<file path="config.mk">
export PLATFORM = sky130hd
export DESIGN_NAME = vmap_xlat
export DESIGN_NICKNAME = d
export VERILOG_FILES = /design/src/rtl/vmap_xlat.sv
export SDC_FILE = /design/constraint.sdc
export NUM_CORES = 1
export LEC_CHECK = 0
export BUFFER_PORTS_ARGS = -buffer_cell sky130_fd_sc_hd__buf_4
export CAP_MARGIN = 30
export CELL_PAD_IN_SITES_DETAIL_PLACEMENT = 0
export CELL_PAD_IN_SITES_GLOBAL_PLACEMENT = 1
export CORE_MARGIN = 4
export CORE_UTILIZATION = 51
export DETAILED_ROUTE_END_ITERATION = 8
export GPL_TIMING_DRIVEN = 0
export HOLD_SLACK_MARGIN = 0.1
export PLACE_DENSITY_LB_ADDON = 0.1
export SLEW_MARGIN = 20
export SYNTH_ARGS = -nofsm -noshare
export SYNTH_HDL_FRONTEND = slang
export SYNTH_SLANG_ARGS = --single-unit
</file>
<file path="constraint.sdc">
create_clock -name clk -period 4.9 [get_ports clk]
set_input_delay 0.49 -clock clk [delete_from_list [all_inputs] [get_ports clk]]
set_output_delay 0.49 -clock clk [all_outputs]
set_load 0.03 [all_outputs]
</file>
<file path="src/rtl/vmap_xlat.sv">
module vmap_xlat #(
  parameter int VA_W   = 16,
  parameter int PA_W   = 20,
  parameter int PG_W   = 8,
  parameter int ASID_W = 4,
  parameter int MA_W   = 12,
  parameter int TLB_N  = 4,
  localparam int VPN_W = VA_W - PG_W,
  localparam int FR_W  = PA_W - PG_W,
  localparam int PTE_W = FR_W + 1,
  localparam int IX_W  = $clog2(TLB_N)
) (
  input  logic              clk,
  input  logic              rst_n,
  input  logic              flush,
  input  logic [MA_W-1:0]   ptbr,
  input  logic [VPN_W:0]    ptlr,
  input  logic              req_vld,
  output logic              req_rdy,
  input  logic [VA_W-1:0]   req_va,
  input  logic [ASID_W-1:0] req_asid,
  output logic              mem_rd,
  output logic [MA_W-1:0]   mem_addr,
  input  logic [PTE_W-1:0]  mem_rdata,
  output logic              resp_vld,
  output logic              resp_fault,
  output logic              resp_fkind,
  output logic [PA_W-1:0]   resp_pa
);

  typedef enum logic [2:0] {S_IDLE, S_RD, S_CK, S_FILL, S_DONE} st_t;
  st_t st;

  logic [TLB_N-1:0]  t_vld;
  logic [VPN_W-1:0]  t_vpn  [TLB_N];
  logic [ASID_W-1:0] t_asid [TLB_N];
  logic [FR_W-1:0]   t_fr   [TLB_N];
  logic [IX_W-1:0]   rr;

  logic [VPN_W-1:0]  vpn_q;
  logic [PG_W-1:0]   off_q;
  logic [ASID_W-1:0] asid_q;
  logic [FR_W-1:0]   fr_q;

  logic [VPN_W-1:0] req_vpn;
  logic [TLB_N-1:0] hit_vec;
  logic [FR_W-1:0]  hit_fr;
  logic             acc, oor;

  assign req_vpn = req_va[VA_W-1:PG_W];
  assign req_rdy = (st == S_IDLE);
  assign acc     = req_vld && req_rdy;
  assign oor     = {1'b0, req_vpn} >= ptlr;
  assign mem_rd  = (st == S_RD);
  assign mem_addr = ptbr + MA_W'(vpn_q);

  for (genvar i = 0; i < TLB_N; i++) begin : g_cmp
    assign hit_vec[i] = t_vld[i] && (t_vpn[i] == req_vpn) && (t_asid[i] == req_asid);
  end

  always_comb begin
    hit_fr = '0;
    for (int i = 0; i < TLB_N; i++)
      if (hit_vec[i]) hit_fr = hit_fr | t_fr[i];
  end

  always_ff @(posedge clk or negedge rst_n) begin
    if (!rst_n) begin
      st <= S_IDLE;
      t_vld <= '0;
      rr <= '0;
      vpn_q <= '0;
      off_q <= '0;
      asid_q <= '0;
      fr_q <= '0;
      resp_vld <= 1'b0;
      resp_fault <= 1'b0;
      resp_fkind <= 1'b0;
      resp_pa <= '0;
      for (int i = 0; i < TLB_N; i++) begin
        t_vpn[i] <= '0;
        t_asid[i] <= '0;
        t_fr[i] <= '0;
      end
    end else begin
      resp_vld <= 1'b0;
      case (st)
        S_IDLE: if (acc) begin
          vpn_q  <= req_vpn;
          off_q  <= req_va[PG_W-1:0];
          asid_q <= req_asid;
          if (oor) begin
            resp_vld   <= 1'b1;
            resp_fault <= 1'b1;
            resp_fkind <= 1'b0;
            resp_pa    <= '0;
          end else if (|hit_vec) begin
            resp_vld   <= 1'b1;
            resp_fault <= 1'b0;
            resp_fkind <= 1'b0;
            resp_pa    <= {hit_fr, req_va[PG_W-1:0]};
          end else begin
            st <= S_RD;
          end
        end
        S_RD: st <= S_CK;
        S_CK: begin
          if (!mem_rdata[PTE_W-1]) begin
            resp_vld   <= 1'b1;
            resp_fault <= 1'b1;
            resp_fkind <= 1'b1;
            resp_pa    <= '0;
            st <= S_IDLE;
          end else begin
            fr_q <= mem_rdata[FR_W-1:0];
            st <= S_FILL;
          end
        end
        S_FILL: begin
          t_vld[rr]  <= 1'b1;
          t_vpn[rr]  <= vpn_q;
          t_asid[rr] <= asid_q;
          t_fr[rr]   <= fr_q;
          rr <= (rr == IX_W'(TLB_N - 1)) ? '0 : rr + 1'b1;
          st <= S_DONE;
        end
        S_DONE: begin
          resp_vld   <= 1'b1;
          resp_fault <= 1'b0;
          resp_fkind <= 1'b0;
          resp_pa    <= {fr_q, off_q};
          st <= S_IDLE;
        end
        default: st <= S_IDLE;
      endcase
      if (flush) t_vld <= '0;
    end
  end


  single_line_hit_chk: assert property (@(posedge clk) disable iff (!rst_n) $onehot0(hit_vec));


  range_fault_timing_chk: assert property (@(posedge clk) disable iff (!rst_n)
    (resp_vld && resp_fault && !resp_fkind) |-> $past(acc));


  fetch_in_range_chk: assert property (@(posedge clk) disable iff (!rst_n)
    mem_rd |-> ({1'b0, vpn_q} < ptlr));


  single_fetch_chk: assert property (@(posedge clk) disable iff (!rst_n) mem_rd |=> !mem_rd);


  flush_empties_chk: assert property (@(posedge clk) disable iff (!rst_n) flush |=> (hit_vec == '0));

endmodule

</file>
# [After elaboration in Yosys (flattened, before gate mapping)]
# Cells that the tools add are included.
[op_classes] n_addsub=2 order_cmp=5 n_eq_ne=18 muxes=41 bitwise=5 n_reduce_logical=19
[op_table] operator="20-bit two-way mux" count=4
[op_table] operator="12-bit two-way mux" count=5
[op_table] operator="20-bit one-hot mux with 3 select lines" count=1
[op_table] operator="48-bit bitwise mux" count=1
[op_table] operator="12-bit OR" count=3
[op_table] operator="32-bit bitwise mux" count=1
[op_table] operator="8-bit equality test" count=4
[op_table] operator="12-bit demux with 2-bit select" count=1
[op_table] operator="16-bit bitwise mux" count=1
[op_table] operator="8-bit demux with 2-bit select" count=1
[op_table] operator="4-bit equality test" count=4
[op_table] operator="12-bit by 8-bit adder with 12-bit output" count=1
[op_table] operator="4-bit two-way mux" count=3
[op_table] operator="3-bit one-hot mux with 4 select lines" count=1
[op_table] operator="1-bit logical AND" count=11
[op_table] operator="1-bit two-way mux" count=11
[op_table] operator="8-bit by 9-bit >= comparator with 1-bit output" count=1
[op_table] operator="3-bit two-way mux" count=3
[op_table] operator="1-bit one-hot mux with 3 select lines" count=3
[op_table] operator="4-bit demux with 2-bit select" count=1
[op_table] operator="8-bit two-way mux" count=1
[op_table] operator="3-bit by 2-bit equality test with 1-bit output (second input constant)" count=2
[op_table] operator="2-bit inequality test (second input constant)" count=3
[op_table] operator="2-bit two-way mux" count=2
[op_table] operator="other kinds (20)" count=21
[word_totals] regBits=160 in_bits=58 out_inout_bits=37

# [Logic depth before layout (Yosys ltp)]
[logic_depth] depth_word=14 ltp_mapped=11 mapped_depth_nobuf=10

# [Least setup slack after synthesis]
# No wires, ideal clock.
[synth_path] path_kind="input to output" start="in ptbr[0]" end="out mem_addr[10]" arrival_ns=2.531 required_ns=4.410 path_slack_ns=1.879 stages=10 n_path_buf=0 cell_sequence="ha_1 inv_1 fa_1 nor2b_1 o21ai_0 a21boi_0 o21ai_0 a211oi_1 o211ai_1 xnor2_1"
[synth_between] elab_chain_len=1
[synth_lines] item="start: declaration" line_no="16" source="input logic [MA_W-1:0] ptbr,"
[synth_lines] item="12-bit by 8-bit adder with 12-bit output" line_no="55" source="assign mem_addr = ptbr + MA_W'(vpn_q);"
[synth_lines] item="end: declaration" line_no="23" source="output logic [MA_W-1:0] mem_addr,"
# No other way between the ends.

# [Worst setup path in the final report]
[layout_path] start="reg vpn_q[0]" end="out mem_addr[10]"
[layout_between] elab_chain_len=1
[layout_lines] item="start: declaration" line_no="40" source="logic [VPN_W-1:0] vpn_q;"
[layout_lines] item="start signal: assignment" line_no="89" source="vpn_q <= req_vpn;"
[layout_lines] item="12-bit by 8-bit adder with 12-bit output" line_no="55"
# No other way between the ends.

==> summary.md <==
| Metric | Value |
|---|---|
| Run status | `finished, final reports clean` |
| Core area | `about 15,000 um^2` |
| Sw Share | `0.351` |
| Number of top-level pins | `95` |
| WP data required | `approximately 4400 ps` |
| Most common cell after layout, fill and taps aside | `dfrtp_1` |
| Final Max Slew Viols | `0` |
| Most common cell on crit path | `o21ai_0` |
| Max FO, Critical Path | `6` |
| Multi-input logic area | `roughly 3400 um^2` |
| Row cnt | `44` |
| Port bufs | `just under 90` |
| CTS Buf Count | `17` |
| Final period util | `0.703` |
| CP Capture Type | `output pin` |
| Comb pwr share | `0.356` |
| Power per cell area | `612 nW/um^2` |
| P_leak | `4.38 nW` |
| Mapped cell area | `between 7000 and 8000 um^2` |
| Tot Pwr | `5.63 mW` |
| Max layer used | `met4` |
| Number of max-cap violations | `0` |
| Detail Placement HPWL | `between 10,000 and 15,000 um` |
| Clock transition at path regs | `roughly 70 ps` |
| Crit. path cell count | `11` |
| Vias in the first global route | `5,234` |
| Psw | `just under 2 mW` |
| Clock group share of total power | `0.235` |
| Largest delay contributor family on the critical path | `compound AO/OA/AOI/OAI gates` |
| Gate count after technology mapping | `roughly 630` |
| Clock Path Buffers | `2` |
| Synth Net Count | `between 700 and 800` |
| Iteration-0 DRC count of the detailed router | `211` |
| Commonest non-fill, non-tap cells in the layout | `dfrtp_1 (160), mux2_2 (114), buf_4 (88)` |
| DRT met1 WL | `between 8000 and 9000 um` |
| Area growth syn-to-layout | `20.1%` |
| R2R depth | `8` |
| Flop pwr share | `0.408` |
| Worst-Skew Late Latency | `~430 ps` |
| Routed wl met2 | `~8000 um` |
| RSZ-0062 raised after global routing | `no` |
| #FFs+latches synth | `160` |
| Fin nets | `814` |
| Ys Warns | `0` |
| Number of antenna diodes | `0` |
| Worst Setup SP | `vpn_q[0]` |
| Clock sink count | `160` |
| Worst VDD drop | `approximately 0.33 mV` |
| Die ar. | `~17,000 um^2` |
| Post-Route WL | `~17,000 um` |
| R2R Path Start | `t_asid[0]` |
| Crit-path cells | `ha_1 -> inv_1 -> fa_1 -> nor2b_1 -> o21ai_0 -> a21boi_0 -> o21ai_0 -> a211oi_1 -> o211ai_1 -> xnor2_1 -> buf_4` |
| Flip-flop and latch area | `4000 um^2` |
| Max stage delay on crit path | `~440 ps` |
| Crit path kind | `reg -> out` |
| Min-delay src | `mem_rdata[2]` |
| Vias per cell | `5.49` |
| Hold WC Path Type | `in -> reg` |
| Antenna violations before repair | `0` |
| Period minus WS final | `around 3400 ps` |
| Global Route Usage Sum | `0.214` |
| Final TNS setup | `0 ps` |
| Die H | `approximately 130 um` |
| First-pass GRT wire length | `about 28,000 um` |
| CTS tree | `yes` |
| Routed length on met3 | `between 600 and 700 um` |
| Critical Path AT | `about 3000 ps` |
| Largest net degree at the start of global routing | `106` |
| Slowest-stage cell, CP | `dfrtp_1` |
| Share of layout cells above drive strength 1 | `0.362` |
| Filler cell count | `between 1,000 and 1,500` |
| Setup violators final | `0` |
| Worst hold path stage count | `3` |
| Slew HR | `0.426` |
| Vias | `between 5,000 and 6,000` |
| Grt total ovfl | `0` |
| Post-route ant nets | `0` |
| Syn Area/Cell | `roughly 12 um^2` |
| Final Hold Vio Count | `0` |
| Initial Util | `0.523` |
| Fmax | `a little under 0.3 GHz` |
| Skew final | `~9.6 ps` |
| Internal | `3.66 mW` |
| Critical Path Source Type | `flop` |
| Final RePlAce weighted congestion | `0.781` |
| Worst Path Buf+Inv | `2` |
| CTS H-tree depth | `4` |
| Post-route DRC | `0` |
| Pre-antenna DRT Iters | `4` |
| Die W | `roughly 130 um` |
| Slew @ Worst Pin | `854 ps` |
| Seq/Total Area, Yosys | `0.522` |
| CTS Root Cell | `clkbuf_16` |
| WL/cell | `around 18 um` |
| Synth unique cells | `40` |
-- worst reg2reg max path, cell delays in order, from the launching register on --
cell and delay (ps):
dfrtp_1 390, xnor2_1 280, nand4_1 130, nor4_1 750, clkbuf_1 590, a22o_1 240, a221oi_1 50, o21ai_0 310
mux2_4 200
-- synthesized netlist by cell type (all sizes together) --
master     n  area [um^2]
nor4       4         25.0
a22o      20          175
nand4      8         50.1
clkbuf    20         75.1
nand2b     2         12.5
or2        1         6.26
a21boi     1         7.51
a311o      1         10.0
nand3      6         30.0
or4b       1         10.0
xor2       4         35.0
mux2     132         1550
a2111oi    1         8.76
o22ai      1         6.26
o2111ai    1         8.76
a21oi     10         53.8
a211oi     1         7.51
a21o       4         30.0
and3       2         12.5
nor2      19         71.3
fa         1         20.0
xnor2     54          473
and3b      1         8.76
nor2b      4         25.0
o21ai     25          125
o211ai     1         7.51
and2       1         6.26
dfrtp    160         4000
buf       17         93.8
nor3       2         10.0
ha        20          250
inv       20         75.1
nand2     66          248
nor3b      1         7.51
a221oi    13          120
-- per-stage QoR --
step | setup WS (ps) | cells | cell area [um^2] | util | hold WS [ps]
finish | 1460 | 932 | 9200 | 0.628 | 247
global route | 1150 | 932 | 9200 | 0.628 | 242
CTS | 1400 | 932 | 9200 | 0.628 | 238
detailed placement | 1660 | 899 | 8600 | 0.587 | 442
global placement | 1690 | 898 | 8560 | 0.585 | 484
floorplan | 1880 | 625 | 7660 | - | 194
-- layer usage --
| layer | vias to the layer above | global-route usage |
|---|---|---|
| met5 | - | 0 |
| met4 | 0 | 0.0611 |
| met2 | 111 | 0.334 |
| met1 | 2576 | 0.311 |
| met3 | 21 | 0.0390 |
| li1 | 2408 | - |
-- kinds of logic (layout without fill, tap and decap cells) --
group | Yosys count | after routing | synth area share
compound gates | 79 | 79 | 0.0731
xor+xnor | 58 | 58 | 0.0663
fa+ha+maj | 21 | 21 | 0.0353
buf+inv | 57 | 180 | 0.0318
flops | 160 | 160 | 0.522
mux | 132 | 132 | 0.203
simple gates | 118 | 118 | 0.0682
-- power groups by stage --
stage	sequential, mW	clock (mW)	combinational (mW)
3_5_place_dp	2.32	0	2.03
2_1_floorplan	2.29	0	1.39
5_1_grt	2.37	1.41	2.21
4_1_cts	2.30	1.35	2.04
6_report	2.30	1.32	2.01
3_3_place_gp	2.27	0	1.97
-- sequential cells by signal (all words and copies together) (netlist names) --
| register | cells |
|---|---|
| off_q | 8 |
| resp_vld | 1 |
| t_vpn | 32 |
| t_vld | 4 |
| fr_q | 12 |
| resp_fault | 1 |
| t_fr | 48 |
| vpn_q | 8 |
| asid_q | 4 |
| resp_fkind | 1 |
| t_asid | 16 |
| resp_pa | 20 |
| rr | 2 |
| st | 3 |
-- worst paths after layout --
check / endpoint / slack (ps)
setup / recovery: mem_addr[10] / 1460
hold / removal: fr_q[2] / 250
setup reg to reg: resp_pa[10] / 1910
hold reg to reg: t_vld[1] / 500
max in group asynchronous: asid_q[3] / 3450
min in group asynchronous: resp_pa[3] / 580
-- area by class of cell --
type | count | area share
clock inverters | 14 | 0.0169
repair buffers | 91 | 0.0775
inverters | 20 | 0.00816
plain buffers | 37 | 0.0184
clock buffers | 18 | 0.0477
multi-input cells | 408 | 0.371
flip-flops and latches | 160 | 0.435
well taps | 184 | 0.0250
-- what timing repair did --
item,CTS,global route
resized for setup,0,0
setup buffers,0,0
hold buffers,1,0
hold endpoints to repair,55,0
No activity file was read; power rests on OpenSTA's default activity.
